--- config.mk ---
export PLATFORM = sky130hd
export DESIGN_NAME = rtc_core
export DESIGN_NICKNAME = d
export VERILOG_FILES = /design/src/rtl/rtc_pkg.sv /design/src/rtl/rtc_prescaler.sv /design/src/rtl/rtc_timebase.sv /design/src/rtl/rtc_status.sv /design/src/rtl/rtc_core.sv
export SDC_FILE = /design/constraint.sdc
export NUM_CORES = 1
export LEC_CHECK = 0
export CELL_PAD_IN_SITES_DETAIL_PLACEMENT = 1
export CELL_PAD_IN_SITES_GLOBAL_PLACEMENT = 1
export CORE_UTILIZATION = 25
export CTS_CLUSTER_DIAMETER = 50
export DETAILED_ROUTE_END_ITERATION = 6
export PLACE_DENSITY_LB_ADDON = 0.1
export SETUP_SLACK_MARGIN = 0.02
export SYNTH_ARGS = -nofsm -noshare
export SYNTH_HDL_FRONTEND = slang
export SYNTH_SLANG_ARGS = --single-unit
--- constraint.sdc ---
create_clock -name clk -period 2.8 [get_ports clk]
set_input_delay 0.42 -clock clk [delete_from_list [all_inputs] [get_ports clk]]
set_output_delay 0.42 -clock clk [all_outputs]
set_load 0.03 [all_outputs]
--- src/rtl/rtc_pkg.sv ---
package rtc_pkg;
    typedef enum logic [1:0] {
        PS_HALT  = 2'd0,
        PS_COUNT = 2'd1,
        PS_TRIM  = 2'd2
    } ps_state_e;

    localparam int ADDR_W     = 5;
    localparam logic [ADDR_W-1:0] OFF_ALARM = 5'h00;
    localparam logic [ADDR_W-1:0] OFF_COUNT = 5'h04;
    localparam logic [ADDR_W-1:0] OFF_CFG   = 5'h08;
    localparam logic [ADDR_W-1:0] OFF_STAT  = 5'h10;

    localparam int ST_AL  = 0;
    localparam int ST_HZ  = 1;
    localparam int ST_ALE = 2;
    localparam int ST_HZE = 3;
endpackage

--- src/rtl/rtc_prescaler.sv ---
module rtc_prescaler
    import rtc_pkg::*;
#(
    parameter int DIV_W   = 16,
    parameter int TRIM_W  = 16,
    parameter int EPOCH_W = 10
) (
    input  logic              clk,
    input  logic              rst_n,
    input  logic              run,
    input  logic [DIV_W-1:0]  div,
    input  logic [TRIM_W-1:0] trim,
    output logic              tick
);
    localparam logic [EPOCH_W-1:0] EPOCH_LAST = '1;

    ps_state_e          state_q, state_d;
    logic [DIV_W-1:0]   cnt_q;
    logic [TRIM_W-1:0]  swallow_q;
    logic [EPOCH_W-1:0] epoch_q;
    logic               at_div, trim_last;

    assign at_div    = (cnt_q == div);
    assign trim_last = (swallow_q == trim - TRIM_W'(1));

    always_ff @(posedge clk) begin
        if (!rst_n) state_q <= PS_HALT;
        else        state_q <= state_d;
    end

    always_comb begin
        state_d = state_q;
        unique case (state_q)
            PS_HALT:  if (run) state_d = PS_COUNT;
            PS_COUNT: begin
                if (!run)
                    state_d = PS_HALT;
                else if (at_div && epoch_q == EPOCH_LAST && trim != '0)
                    state_d = PS_TRIM;
            end
            PS_TRIM: begin
                if (!run)           state_d = PS_HALT;
                else if (trim_last) state_d = PS_COUNT;
            end
            default: state_d = PS_HALT;
        endcase
    end

    always_comb begin
        tick = (state_q == PS_COUNT) && run && at_div;
    end

    always_ff @(posedge clk) begin
        if (!rst_n) begin
            cnt_q     <= '0;
            swallow_q <= '0;
            epoch_q   <= '0;
        end else begin
            case (state_q)
                PS_COUNT: begin
                    swallow_q <= '0;
                    if (tick) begin
                        cnt_q   <= '0;
                        epoch_q <= epoch_q + EPOCH_W'(1);
                    end else begin
                        cnt_q   <= cnt_q + DIV_W'(1);
                    end
                end
                PS_TRIM: begin
                    cnt_q     <= '0;
                    swallow_q <= swallow_q + TRIM_W'(1);
                end
                default: begin
                    cnt_q     <= '0;
                    swallow_q <= '0;
                    epoch_q   <= '0;
                end
            endcase
        end
    end
endmodule

--- src/rtl/rtc_timebase.sv ---
module rtc_timebase #(
    parameter int DATA_W = 32
) (
    input  logic              clk,
    input  logic              rst_n,
    input  logic              tick,
    input  logic              sec_wr,
    input  logic              alarm_wr,
    input  logic [DATA_W-1:0] wdata,
    output logic [DATA_W-1:0] sec_q,
    output logic [DATA_W-1:0] alarm_q,
    output logic              al_set
);
    logic match, match_q;

    assign match  = (sec_q == alarm_q);
    assign al_set = match && !match_q;

    always_ff @(posedge clk) begin
        if (!rst_n) begin
            sec_q   <= '0;
            alarm_q <= '0;
            match_q <= 1'b1;
        end else begin
            match_q <= match;
            if (sec_wr)     sec_q <= wdata;
            else if (tick)  sec_q <= sec_q + DATA_W'(1);
            if (alarm_wr)   alarm_q <= wdata;
        end
    end
endmodule

--- src/rtl/rtc_status.sv ---
module rtc_status
    import rtc_pkg::*;
(
    input  logic       clk,
    input  logic       rst_n,
    input  logic       stat_wr,
    input  logic [3:0] wbits,
    input  logic       hz_set,
    input  logic       al_set,
    output logic       flag_hz,
    output logic       flag_al,
    output logic       en_hz,
    output logic       en_al,
    output logic       irq_hz,
    output logic       irq_alarm
);
    logic clr_hz, clr_al;

    assign clr_hz = stat_wr && wbits[ST_HZ];
    assign clr_al = stat_wr && wbits[ST_AL];

    always_ff @(posedge clk) begin
        if (!rst_n) begin
            flag_hz <= 1'b0;
            flag_al <= 1'b0;
            en_hz   <= 1'b0;
            en_al   <= 1'b0;
        end else begin
            flag_hz <= hz_set || (flag_hz && !clr_hz);
            flag_al <= al_set || (flag_al && !clr_al);
            if (stat_wr) begin
                en_hz <= wbits[ST_HZE];
                en_al <= wbits[ST_ALE];
            end
        end
    end

    assign irq_hz    = flag_hz && en_hz;
    assign irq_alarm = flag_al && en_al;
endmodule

--- src/rtl/rtc_core.sv ---
module rtc_core
    import rtc_pkg::*;
#(
    parameter int DATA_W  = 32,
    parameter int DIV_W   = 16,
    parameter int TRIM_W  = 16,
    parameter int EPOCH_W = 10
) (
    input  logic              clk,
    input  logic              rst_n,
    input  logic              bus_wr,
    input  logic [ADDR_W-1:0] bus_addr,
    input  logic [DATA_W-1:0] bus_wdata,
    output logic [DATA_W-1:0] bus_rdata,
    output logic              irq_hz,
    output logic              irq_alarm
);
    localparam int CFG_W = DIV_W + TRIM_W;

    logic [CFG_W-1:0]  cfg_q;
    logic [DATA_W-1:0] sec_q, alarm_q;
    logic              tick, al_set;
    logic              flag_hz, flag_al, en_hz, en_al;
    logic              wr_alarm, wr_count, wr_cfg, wr_stat;

    assign wr_alarm = bus_wr && (bus_addr == OFF_ALARM);
    assign wr_count = bus_wr && (bus_addr == OFF_COUNT);
    assign wr_cfg   = bus_wr && (bus_addr == OFF_CFG);
    assign wr_stat  = bus_wr && (bus_addr == OFF_STAT);

    always_ff @(posedge clk) begin
        if (!rst_n)      cfg_q <= '0;
        else if (wr_cfg) cfg_q <= bus_wdata[CFG_W-1:0];
    end

    rtc_prescaler #(.DIV_W(DIV_W), .TRIM_W(TRIM_W), .EPOCH_W(EPOCH_W)) u_pre (
        .clk   (clk),
        .rst_n (rst_n),
        .run   (cfg_q != '0),
        .div   (cfg_q[DIV_W-1:0]),
        .trim  (cfg_q[DIV_W +: TRIM_W]),
        .tick  (tick)
    );

    rtc_timebase #(.DATA_W(DATA_W)) u_tb (
        .clk      (clk),
        .rst_n    (rst_n),
        .tick     (tick),
        .sec_wr   (wr_count),
        .alarm_wr (wr_alarm),
        .wdata    (bus_wdata),
        .sec_q    (sec_q),
        .alarm_q  (alarm_q),
        .al_set   (al_set)
    );

    rtc_status u_st (
        .clk       (clk),
        .rst_n     (rst_n),
        .stat_wr   (wr_stat),
        .wbits     (bus_wdata[3:0]),
        .hz_set    (tick),
        .al_set    (al_set),
        .flag_hz   (flag_hz),
        .flag_al   (flag_al),
        .en_hz     (en_hz),
        .en_al     (en_al),
        .irq_hz    (irq_hz),
        .irq_alarm (irq_alarm)
    );

    always_comb begin
        bus_rdata = '0;
        case (bus_addr)
            OFF_ALARM: bus_rdata = alarm_q;
            OFF_COUNT: bus_rdata = sec_q;
            OFF_CFG:   bus_rdata = DATA_W'(cfg_q);
            OFF_STAT:  bus_rdata = {{(DATA_W-4){1'b0}}, en_hz, en_al, flag_hz, flag_al};
            default:   bus_rdata = '0;
        endcase
    end
endmodule

# == Yosys cells after proc, flatten, opt, wreduce, memory -nomap -nowiden ==
# Index checks and enable logic that the tools add are counted.
# op_classes
addsub,5
n_eq_ne,13
reduce_logical,29
bitwise,3
muxes,11
# ops
operator,count
32-bit one-hot mux with 4 select lines,1
32-bit two-way mux,2
16-bit by 1-bit adder with 16-bit output (second input constant),2
32-bit by 1-bit adder with 32-bit output (second input constant),1
16-bit equality test,2
32-bit equality test,1
32-bit nonzero test,1
10-bit one-hot mux with 2 select lines,1
16-bit nonzero test,1
16-bit by 1-bit subtractor with 16-bit output (second input constant),1
1-bit logical AND,15
10-bit by 1-bit adder with 10-bit output (second input constant),1
10-bit equality test (second input constant),1
10-bit two-way mux,1
2-bit two-way mux,5
3-bit != test (second input constant),2
2-bit one-hot mux with 3 select lines,1
5-bit by 3-bit equality test with 1-bit output (second input constant),1
5-bit by 4-bit equality test with 1-bit output (second input constant),1
5-bit equality test (second input constant),1
5-bit logical NOT,1
2-bit by 1-bit != test with 1-bit output (second input constant),2
2-bit AND reduction,2
1-bit logical NOT,3
8 further kinds,11
# totals
ff_bits,145
wordCells,73

# == Depth between registers and ports, before layout ==
# logic_depth
ltp_word,6
ltp_mapped,9

# == By module ==
# Synthesis repeated with hierarchy kept, for this count alone.
# hier_totals
cells_unflattened,987
area_unflattened_um2,8409.3
# by_module_without_submodules
mod,instances,cells_per_inst,area_each_um2
rtc_timebase,1,403,3568.4
rtc_prescaler,1,317,2620.0
rtc_core,1,251,2065.7
rtc_status,1,16,155.1

# == Least setup slack after synthesis ==
# Ideal clock, no wire load.
# synth_path
kind,input to output
startpoint,in bus_addr[3]
endpoint,out bus_rdata[1]
path_buffers,2
arrival_time_ps,2146
slack_ps,234
path_stages,6
cell_sequence,clkbuf_1 clkbuf_1 mux2i_1 nor2_1 a21oi_1 o21ai_0
# synth_via
elab_chain_len,2
word_cells_on_any_way,5
cone_classes,3 x eq/ne; 1 x mux; 1 x reduce/logical
# synth_rtl
item,line,text
"start, declared",rtc_core.sv:12,"input logic [ADDR_W-1:0] bus_addr,"
5-bit equality test (tied with other cells),rtc_core.sv:74,case (bus_addr)
32-bit one-hot mux with 4 select lines *,rtc_core.sv:74,
"end, declared",rtc_core.sv:14,"output logic [DATA_W-1:0] bus_rdata,"
# Mark *: on every way between the ends. The rest lies on a longest branch, timed or not.

# == Worst setup path after layout ==
# layout_path
startpoint,reg cfg_q[16]
endpoint,reg u_pre.state_q[0]
# layout_via
elab_chain_len,4
word_cells_on_any_way,12
cone_classes,1 x add/sub; 4 x eq/ne; 3 x mux; 4 x reduce/logical
# layout_rtl
item,line,text
"start, declared",rtc_core.sv:20,logic [CFG_W-1:0] cfg_q;
"start signal, assigned",rtc_core.sv:33,else if (wr_cfg) cfg_q <= bus_wdata[CFG_W-1:0];
16-bit by 1-bit subtractor with 16-bit output / 16-bit nonzero test (equally long branches),"rtc_prescaler.sv:24, rtc_prescaler.sv:38",
16-bit equality test / 1-bit logical AND (equally long branches),"rtc_prescaler.sv:24, rtc_prescaler.sv:38",
3-bit != test (no source line),--,
3-bit AND reduction (no source line),--,
"end signal, assigned",rtc_prescaler.sv:28,else state_q <= state_d;
"end, declared",rtc_prescaler.sv:17,"ps_state_e state_q, state_d;"
# Parallel ways exist; a longest one is shown, timed or not.
# A chain may end at the register's enable or synchronous reset.

==> results_dict.tcl <==
set metrics [dict create \
    startpoint "cfg_q[16]" \
    grt_usage_pct 20.92 \
    max-clock-path-buffers 2 \
    ctsHtreeMaxLevel 4 \
    critPathCaptureType "flip-flop" \
    core_area_sq_mm 0.03278 \
    r2r_slack_ns 0.27 \
    firstDrtPassIters 5 \
    instances_no_fill 1622 \
    cts_hold_buf 0 \
    post-route-drc-count 0 \
    numClockSinks 145 \
    status "complete, no violations" \
    ir_drop_mv 0.3927 \
    antenna_found_initial 0 \
    whs_endpoint "u_tb.match_q" \
    cp.arrival_ns 2.88 \
    synth-seq-area-share_pct 34.65 \
    cts_tree "done" \
    io_pins 74 \
    port_buffers 73 \
    root_buffer "clkbuf_16" \
    synth_edf_count 0 \
    fillerInstances 3946 \
    hold_viol 0 \
    setup-violations-final 0 \
    cp_max_fo 5 \
    grt_pass1_vias 8502 \
    fp.dieH_microns 185.1 \
    synth_flop_cell "dfxtp_1" \
    clk_latency_ns 0.44 \
    synth_top_area_share_pct 34.65 \
    max_cap_viol_count 0 \
    slew_violations 0 \
    synth.area.top_cells "dfxtp_1 35%, nand2_1 7.9%, a21oi_1 6.8%" \
    avgSynthCellArea_sq_um 7.700 \
    synth_area_leader_cell "dfxtp_1" \
    antennaDiodeCount 0 \
    r2r_end "u_pre.state_q[0]" \
    gr-total-overflow 0 \
    worstRegToRegCells 8 \
    ant_nets 0 \
    place.gp.congestion 0.8045 \
    viasPerCell 5.072 \
    top_layer_used "met4" \
    yosysUniqueCellTypes 76 \
    area_growth_pct 24.43 \
    synthArstFlopShare_pct 0 \
    dp.cells 1591 \
    power_density_mw_per_mm2 495.0 \
    period_needed_ns 2.534 \
    cts_setup_buffers 0 \
    dp_hpwl_microns 25890 \
    min_path_cells 2 \
    wl_met2_microns 16350 \
    synth_nets 1134 \
    ys_ff_latch 145 \
    tightest_slew_ns 0.7446 \
    routed_wl_microns 34590 \
    final-seq-area_sq_mm 0.002903 \
    num_vias 8227 \
    finalHoldWorstSlack_ns 0.4227 \
    wl_met1_microns 16440 \
    rsz0062_at_grt "false" \
    avgRoutedWirePerCell_microns 21.32 \
    syn_inst 1088 \
    rows 66 \
    slew_headroom_pct 50.36 \
    worstSetupPathType "reg -> reg" \
    cts_buffers 17 \
    startpoint_type "flip-flop" \
    nets 1214 \
    drtIter0Drc 363 \
    hp-start "rst_n" \
    clk_transition_reported_paths_ns 0.07 \
    die_area_sq_mm 0.03425 \
    required_ns 3.15 \
    grt_pass1_wl_microns 52950 \
    drive_gt1_share_pct 13.05 \
    tns_ns 0 \
    fin_crit_sh_pct 90.49 \
    initial_utilization_pct 25.56 \
    ctsResizeCount 0 \
    max_freq_mhz 394.7 \
    skew_ns 0.01577 \
    wl_met3_microns 985 \
    r2r-start "cfg_q[16]" \
    grt_start_max_net_pins 82 \
    multi_input_area_sq_mm 0.005175 \
    leakage_nw 3.659 \
    syn-cell-area_sq_mm 0.008378 \
    worstHoldPathType "in -> reg" \
    yosys_warnings 0 \
    fp.dieW_microns 185.1 \
]
## layout make-up
class	count	share of cell area, %
Multi-Input combinational cell	860	49.64
Tap cell	442	5.305
Timing Repair Buffer	130	11.04
Inverter	14	0.5041
Sequential cell	145	27.84
Clock inverter	12	1.512
Clock buffer	19	4.153
## where the power goes
| group | total, W | switching (W) | internal, W |
|---|---|---|---|
| Clock | 0.00241 | 0.00101 | 0.00140 |
| Sequential | 0.00217 | 0.0000675 | 0.00210 |
| Combinational | 0.000574 | 0.000353 | 0.000221 |
## cell usage in the layout, fill, tap and decap left out, types with 37 or more instances in the layout
cell | Yosys | final
clkdlybuf4s50_1 | 0 | 38
mux2i_1 | 42 | 42
nand4_1 | 37 | 37
xor2_1 | 39 | 39
xnor2_1 | 59 | 59
nor2_1 | 114 | 114
a21oi_1 | 113 | 113
dfxtp_1 | 145 | 145
buf_4 | 0 | 82
nand3_1 | 40 | 39
nand2_1 | 177 | 177
## worst max-delay path, cell delays in order, from the launching register on
cell	delay (ns)
dfxtp_1	0.37
inv_1	0.10
ha_1	0.19
or4b_4	0.49
nor3b_2	0.23
a21boi_1	0.20
o22ai_1	0.11
or4_1	0.58
o31ai_2	0.18
## synth_stat cells (3+ instances only)
cell type	instances
nand2_1	177
dfxtp_1	145
nor2_1	114
a21oi_1	113
clkbuf_1	59
xnor2_1	59
mux2i_1	42
nand3_1	40
xor2_1	39
nand4_1	37
o21ai_0	29
nor3_1	27
and3_1	21
nor4_1	18
a31oi_1	13
inv_1	13
buf_2	9
and4_1	7
and2_1	6
ha_1	6
nand2b_1	6
nor3b_1	6
nand3b_1	5
nor2b_1	5
or3_1	5
or4_1	5
a211oi_1	4
nor4_2	4
nor4_4	4
o31ai_1	4
o41ai_1	4
a31o_2	3
a32oi_1	3
a41o_1	3
o22ai_1	3
## how the worst max path moves through the flow
stage               slack [ns]                to
detailed placement        0.25    u_pre.cnt_q[3]
finish                    0.27  u_pre.state_q[0]
CTS                       0.23    u_pre.cnt_q[3]
floorplan                 0.23      bus_rdata[1]
global route              0.06    u_pre.cnt_q[3]
global placement          0.34  u_pre.state_q[0]
## cells by family (layout without fill, tap and decap cells)
| group | after synthesis | count (layout) | synth area share (%) |
|---|---|---|---|
| xor gates and xnor gates | 98 | 98 | 10.25 |
| and+or+nand+nor | 511 | 511 | 30.96 |
| adders and majority gates | 6 | 6 | 0.8960 |
| muxes | 42 | 42 | 5.018 |
| buffers and inverters | 83 | 175 | 3.853 |
| AOI/OAI and AO/OA | 203 | 203 | 14.38 |
| DFF | 145 | 145 | 34.65 |
## sequential cells by signal, summed over array words and instances (netlist names)
| register | count |
|---|---|
| cfg_q | 32 |
| u_tb.alarm_q | 32 |
| u_tb.sec_q | 32 |
| u_pre.cnt_q | 16 |
| u_pre.swallow_q | 16 |
| u_pre.epoch_q | 10 |
| u_pre.state_q | 2 |
| u_st.en_al | 1 |
| u_st.en_hz | 1 |
| u_st.flag_al | 1 |
| u_st.flag_hz | 1 |
| u_tb.match_q | 1 |
## metal layers
layer | vias up | global-route usage [%]
met3 | 33 | 2.694
met2 | 161 | 35.46
met1 | 4043 | 27.23
met4 | 0 | 6.909
li1 | 3990 | -
met5 | - | 0
## through the flow
step           total power (W)  worst slack [ns]  util [%]  instance area, sq um
6_report              0.005161            0.2663     31.80                 10430
5_1_grt               0.005363           0.05784     31.80                 10430
4_1_cts               0.005227            0.2253     31.80                 10430
3_5_place_dp          0.002793            0.2479     30.00                  9834
3_3_place_gp          0.002791            0.3449     30.00                  9834
2_1_floorplan         0.002505            0.2342         -                  8378
Note: power is estimated with default switching activity, not from simulation.
